[config.mk]
export PLATFORM = sky130hd
export DESIGN_NAME = eth_rx_qual
export DESIGN_NICKNAME = d
export VERILOG_FILES = /design/src/rtl/eth_rx_qual_pkg.sv /design/src/rtl/eth_rx_crc.sv /design/src/rtl/eth_rx_pad_ctl.sv /design/src/rtl/eth_rx_qual.sv
export SDC_FILE = /design/constraint.sdc
export NUM_CORES = 1
export LEC_CHECK = 0
export CAP_MARGIN = 20
export CORE_MARGIN = 4
export CORE_UTILIZATION = 62
export CTS_CLUSTER_SIZE = 24
export DETAILED_ROUTE_END_ITERATION = 7
export GPL_TIMING_DRIVEN = 0
export PLACE_DENSITY = 0.89
export SYNTH_ARGS = -nofsm -noshare
export SYNTH_HDL_FRONTEND = slang
export SYNTH_SLANG_ARGS = --single-unit
[constraint.sdc]
create_clock -name clk -period 5.6 [get_ports clk]
set_input_delay 0.56 -clock clk [delete_from_list [all_inputs] [get_ports clk]]
set_output_delay 0.56 -clock clk [all_outputs]
set_load 0.03 [all_outputs]
[src/rtl/eth_rx_qual_pkg.sv]
package eth_rx_qual_pkg;

    localparam int LEN_W      = 12;
    localparam int HDR_BYTES  = 14;
    localparam logic [7:0] PRE_BYTE = 8'h55;
    localparam logic [7:0] SFD_BYTE = 8'hD5;

    // Reflected form of 0x04C11DB7; the good-frame residue 0xDEBB20E3 is the
    // reflected-register counterpart of the MSB-first value 0xC704DD7B.
    localparam logic [31:0] CRC_POLY_R    = 32'hEDB88320;
    localparam logic [31:0] CRC_RESIDUE_R = 32'hDEBB20E3;

    typedef enum logic [1:0] {
        ST_HUNT  = 2'd0,
        ST_FRAME = 2'd1,
        ST_DROP  = 2'd2
    } rxq_state_e;

    typedef struct packed {
        logic [LEN_W-1:0] frame_len;
        logic             crc_err;
        logic             pad_stripped;
    } rxq_status_t;

    function automatic logic [31:0] crc32_step(input logic [31:0] crc_in,
                                               input logic [7:0]  b);
        logic [31:0] c;
        c = crc_in ^ {24'd0, b};
        for (int i = 0; i < 8; i++) begin
            c = c[0] ? ((c >> 1) ^ CRC_POLY_R) : (c >> 1);
        end
        return c;
    endfunction

endpackage

[src/rtl/eth_rx_crc.sv]
module eth_rx_crc
    import eth_rx_qual_pkg::*;
(
    input  logic       clk,
    input  logic       rst,
    input  logic       clr,
    input  logic       en,
    input  logic [7:0] din,
    output logic       crc_good
);
    logic [31:0] crc_q;

    always_ff @(posedge clk) begin
        if (rst || clr) begin
            crc_q <= '1;
        end else if (en) begin
            crc_q <= crc32_step(crc_q, din);
        end
    end

    assign crc_good = (crc_q == CRC_RESIDUE_R);
endmodule

[src/rtl/eth_rx_pad_ctl.sv]
module eth_rx_pad_ctl
    import eth_rx_qual_pkg::*;
#(
    parameter int MAX_LEN     = 1500,
    parameter int MIN_PAYLOAD = 46
) (
    input  logic             clk,
    input  logic             rst,
    input  logic             clr,
    input  logic             en,
    input  logic [LEN_W-1:0] idx,
    input  logic [7:0]       din,
    input  logic             strip_en,
    output logic             suppress,
    output logic             padded
);
    localparam logic [LEN_W-1:0] IDX_HI = LEN_W'(HDR_BYTES - 2);
    localparam logic [LEN_W-1:0] IDX_LO = LEN_W'(HDR_BYTES - 1);

    logic [15:0] len_q;
    logic        have_len;
    logic        is_length;
    logic [16:0] keep_end;

    always_ff @(posedge clk) begin
        if (rst || clr) begin
            len_q    <= '0;
            have_len <= 1'b0;
        end else if (en) begin
            if (idx == IDX_HI) len_q[15:8] <= din;
            if (idx == IDX_LO) begin
                len_q[7:0] <= din;
                have_len   <= 1'b1;
            end
        end
    end

    assign is_length = have_len && (len_q != 16'd0) && (len_q <= 16'(MAX_LEN));
    assign padded    = strip_en && is_length && (len_q < 16'(MIN_PAYLOAD));
    assign keep_end  = 17'(HDR_BYTES) + {1'b0, len_q};
    assign suppress  = padded && (17'(idx) >= keep_end);
endmodule

[src/rtl/eth_rx_qual.sv]
module eth_rx_qual
    import eth_rx_qual_pkg::*;
#(
    parameter int MIN_FRAME   = 64,
    parameter int COL_WINDOW  = 64,
    parameter int MAX_LEN     = 1500,
    parameter int MIN_PAYLOAD = 46
) (
    input  logic             clk,
    input  logic             rst,
    input  logic             rx_crs,
    input  logic             rx_dv,
    input  logic [7:0]       rx_data,
    input  logic             rx_col,
    input  logic             cfg_strip_pad,
    input  logic             cfg_accept_runt,
    output logic             fifo_wr,
    output logic [7:0]       fifo_data,
    output logic             fifo_commit,
    output logic             fifo_discard,
    output logic [LEN_W-1:0] stat_frame_len,
    output logic             stat_crc_err,
    output logic             stat_pad_stripped
);
    localparam logic [LEN_W-1:0] RUNT_LIM = LEN_W'(MIN_FRAME);
    localparam logic [LEN_W-1:0] COL_LIM  = LEN_W'(COL_WINDOW);
    localparam logic [LEN_W-1:0] CNT_MAX  = '1;

    rxq_state_e       state_q;
    logic [LEN_W-1:0] cnt_q;
    rxq_status_t      stat_q;

    logic in_frame, sfd_hit, col_kill, byte_acc, crc_good, suppress, padded;

    assign in_frame = (state_q == ST_FRAME) && rx_crs;
    assign sfd_hit  = (state_q == ST_HUNT) && rx_crs && rx_dv && (rx_data == SFD_BYTE);
    assign col_kill = in_frame && rx_col && (cnt_q < COL_LIM);
    assign byte_acc = in_frame && rx_dv && !col_kill;

    eth_rx_crc u_crc (
        .clk      (clk),
        .rst      (rst),
        .clr      (sfd_hit),
        .en       (byte_acc),
        .din      (rx_data),
        .crc_good (crc_good)
    );

    eth_rx_pad_ctl #(
        .MAX_LEN     (MAX_LEN),
        .MIN_PAYLOAD (MIN_PAYLOAD)
    ) u_pad (
        .clk      (clk),
        .rst      (rst),
        .clr      (sfd_hit),
        .en       (byte_acc),
        .idx      (cnt_q),
        .din      (rx_data),
        .strip_en (cfg_strip_pad),
        .suppress (suppress),
        .padded   (padded)
    );

    always_ff @(posedge clk) begin
        if (rst) begin
            state_q      <= ST_HUNT;
            cnt_q        <= '0;
            stat_q       <= '0;
            fifo_wr      <= 1'b0;
            fifo_data    <= '0;
            fifo_commit  <= 1'b0;
            fifo_discard <= 1'b0;
        end else begin
            fifo_wr      <= 1'b0;
            fifo_commit  <= 1'b0;
            fifo_discard <= 1'b0;
            case (state_q)
                ST_HUNT: begin
                    if (sfd_hit) begin
                        state_q <= ST_FRAME;
                        cnt_q   <= '0;
                    end else if (rx_crs && rx_dv && (rx_data != PRE_BYTE)) begin
                        state_q <= ST_DROP;
                    end
                end
                ST_FRAME: begin
                    if (!rx_crs) begin
                        state_q <= ST_HUNT;
                        if ((cnt_q < RUNT_LIM) && !cfg_accept_runt) begin
                            fifo_discard <= 1'b1;
                        end else begin
                            fifo_commit         <= 1'b1;
                            stat_q.frame_len    <= cnt_q;
                            stat_q.crc_err      <= !crc_good;
                            stat_q.pad_stripped <= padded;
                        end
                    end else if (col_kill) begin
                        state_q      <= ST_DROP;
                        fifo_discard <= 1'b1;
                    end else if (byte_acc) begin
                        if (cnt_q != CNT_MAX) cnt_q <= cnt_q + 1'b1;
                        if (!suppress) begin
                            fifo_wr   <= 1'b1;
                            fifo_data <= rx_data;
                        end
                    end
                end
                ST_DROP: begin
                    if (!rx_crs) state_q <= ST_HUNT;
                end
                default: state_q <= ST_HUNT;
            endcase
        end
    end

    assign stat_frame_len    = stat_q.frame_len;
    assign stat_crc_err      = stat_q.crc_err;
    assign stat_pad_stripped = stat_q.pad_stripped;
endmodule

==> impl_metrics.env <==
export IMPL_outcome="finished clean"
export IMPL_grt_pass1_vias=3717
export IMPL_drcViolationCount=0
export IMPL_critPathArrivalTime_ns=3.17
export IMPL_synth_main_ff_cell="dfxtp_1"
export IMPL_finalCritPeriodShare_pct=51.2
export IMPL_place_congestion=0.919
export IMPL_final_antenna_net_count=0
export IMPL_cts_sinks=88
export IMPL_timing_hold_ws_ns=0.464
export IMPL_wl_um=11300
export IMPL_slew_viol_final=0
export IMPL_fin_skew_ns=0.0113
export IMPL_dp_hpwl_um=8220
export IMPL_yosys_area_top_type="dfxtp_1"
export IMPL_port_buffers=38
export IMPL_min_period_ns=2.87
export IMPL_hold_class="reg -> reg"
export IMPL_p_leak_nw=2.15
export IMPL_synth_seq_cells=88
export IMPL_post_drt_wl_per_cell_um=17.5
export IMPL_async_flop_share_pct=0
export IMPL_drive_gt1_share_pct=6.58
export IMPL_clkTransAtPathRegs_ns=0.09
export IMPL_final_hold_viol_count=0
export IMPL_cp_max_fo=9
export IMPL_rr_startpoint="u_pad.len_q[1]"
export IMPL_avgSynthCellArea_sq_um=9.34
export IMPL_whs_path_depth=2
export IMPL_fin_nets=573
export IMPL_synth_most_common_cell="dfxtp_1"
export IMPL_ctsHoldBuffers=0
export IMPL_num_rows=31
export IMPL_timing_rr_end="fifo_data[0]"
export IMPL_tightest_slew_ns=0.752
export IMPL_cts_buffers=9
export IMPL_hp_start="stat_frame_len[11]"
export IMPL_antenna_found_initial=0
export IMPL_gr_usage_all_layers_pct=26.7
export IMPL_yosys_cell_types_count=48
export IMPL_synthCells=493
export IMPL_total_power_mw=1.18
export IMPL_setup_viol=0
export IMPL_cts_htree_levels=3
export IMPL_finalSetupTns_ns=0
export IMPL_irDropWorstVdd_v=0.000160
export IMPL_slew_headroom_pct=49.5
export IMPL_reg2regPathDepth=12
export IMPL_num_vias=3817
export IMPL_core_area_sq_um=7250
export IMPL_insertion_delay_ns=0.36
export IMPL_cp_start_kind="flop"
export IMPL_crit_type="reg -> reg"
export IMPL_power_density_nw_per_um2=223
export IMPL_grt_max_degree=16
export IMPL_fin_area_sq_um=5300
export IMPL_initial_core_util_pct=63.5
export IMPL_cp_required_ns=5.90
export IMPL_dr_pass1_iters=6
export IMPL_dpl_cell_area_sq_um=5110
export IMPL_syn2layout_area_growth_pct=15.1
export IMPL_synth_commonest_cells="dfxtp_1, nor2_1, nand2_1"
export IMPL_synth_seq_area_share_pct=38.3
export IMPL_min_to="stat_frame_len[11]"
export IMPL_cts_root_buffer="clkbuf_8"
export IMPL_diodes=0
export IMPL_grt_pass1_wl_um=18400
export IMPL_end_kind="flop"
export IMPL_first_iter_violations=226
export IMPL_synth_area_leaders="dfxtp_1, xnor2_1, mux2i_1, xor2_1, o211ai_1"
export IMPL_ios=40
export IMPL_cts_setup_buffers=0
export IMPL_final_core_util_pct=73.1
export IMPL_maxCapViolCount=0
export IMPL_clock_fmax_mhz=349
export IMPL_ys_warn_count=0
export IMPL_die_w_um=94.2
export IMPL_fp_dieH_um=94.2
export IMPL_cts_resized=0
export IMPL_viasPerCell=5.91
export IMPL_die_area_sq_um=8870
export IMPL_r2r_setup_slack_ns=2.73
export IMPL_grt_overflow=0
export IMPL_syn_area_sq_um=4610
export IMPL_rsz0062_at_grt="false"
export IMPL_cts_tree="done"
export IMPL_cts_buffer_depth=2
export IMPL_synth_top_area_share_pct=38.3
export IMPL_syn_nets=524
export IMPL_synth_edf_count=0
-- per-layer routing --
| layer | up-vias | share of wire (%) | global-route usage [%] |
|---|---|---|---|
| met3 | 34 | 6.1 | 4.25 |
| li1 | 1820 | - | - |
| met4 | 0 | 2.6 | 12.0 |
| met2 | 180 | 49 | 45.5 |
| met5 | - | 0 | 0 |
| met1 | 1783 | 42 | 32.9 |
-- cells in the final DEF (no fill, tap or decap), types with 3 or more instances in the layout --
cell type,instances
o211ai_1,34
a21oi_1,9
and2_1,3
a21o_1,3
and3_1,6
nor2_1,52
nor2b_1,3
mux2i_1,35
clkdlybuf4s50_1,38
xor2_1,39
a31oi_1,3
o2111ai_1,7
nor4_1,7
ha_1,16
buf_2,6
xnor2_1,43
dfxtp_1,88
inv_1,5
nand4_1,4
clkbuf_8,11
xnor2_2,5
nand2b_1,20
clkbuf_1,14
o21ai_0,5
buf_4,3
nand2_1,45
nand3_1,8
nand4b_1,3
-- per-stage QoR --
stage | setup WS [ns] | cells
2_1_floorplan | 3.16 | 493
3_3_place_gp | 2.52 | 630
3_5_place_dp | 2.46 | 630
4_1_cts | 2.77 | 646
5_1_grt | 2.56 | 646
6_report | 2.73 | 646
-- power breakdown --
part | switching, mW | internal (mW)
combinational | 0.0757 | 0.0565
sequential | 0.00119 | 0.626
clock | 0.236 | 0.188
-- state kept, by name, indices dropped and copies added (netlist names) --
signal and flops:
u_crc.crc_q 32, u_pad.len_q 16, cnt_q 12, stat_frame_len 12, fifo_data 8, state_q 2, fifo_commit 1, fifo_discard 1
fifo_wr 1, stat_crc_err 1, stat_pad_stripped 1, u_pad.have_len 1
-- critical path, stage by stage (launching register included) --
cell,delay [ns]
dfxtp_1,0.35
or3_1,0.37
clkbuf_1,0.17
nand3_1,0.13
xor2_1,0.19
ha_1,0.27
a21o_1,0.16
a21o_1,0.17
a21oi_1,0.14
o21ai_0,0.12
a31oi_1,0.20
buf_2,0.31
mux2i_1,0.22
-- worst max path at each step --
stage                   start              to  slack, ns
6_report       u_pad.len_q[1]    fifo_data[0]       2.73
5_1_grt        u_pad.len_q[4]    fifo_data[0]       2.56
4_1_cts        u_pad.len_q[1]    fifo_data[0]       2.77
3_5_place_dp       rx_data[5]        cnt_q[3]       2.46
3_3_place_gp       rx_data[5]  u_pad.len_q[8]       2.52
2_1_floorplan  u_pad.len_q[1]    fifo_data[0]       3.16
-- kinds of logic (layout without fill, tap and decap cells) --
logic type                 Yosys count  in the layout  share of synthesized area [%]
AOI/OAI and AO/OA                   72             72                           11.4
xor gates and xnor gates            88             88                           18.0
adders and majority gates           16             16                           4.35
buffers and inverters               30             84                           2.85
DFF                                 88             88                           38.3
muxes                               35             35                           7.61
and+or+nand+nor                    164            164                           17.6
-- final cells by class --
cell class / instances / area [sq um]
clock inverters: 5 / 38.8
inverters: 5 / 18.8
flip-flops and latches: 88 / 1760
multi-input cells: 375 / 2710
repair buffers: 38 / 380
well taps: 99 / 124
clock buffers: 11 / 151
plain buffers: 25 / 113
fillers: 499 / 1950
Note: power is estimated with default switching activity, not from simulation.
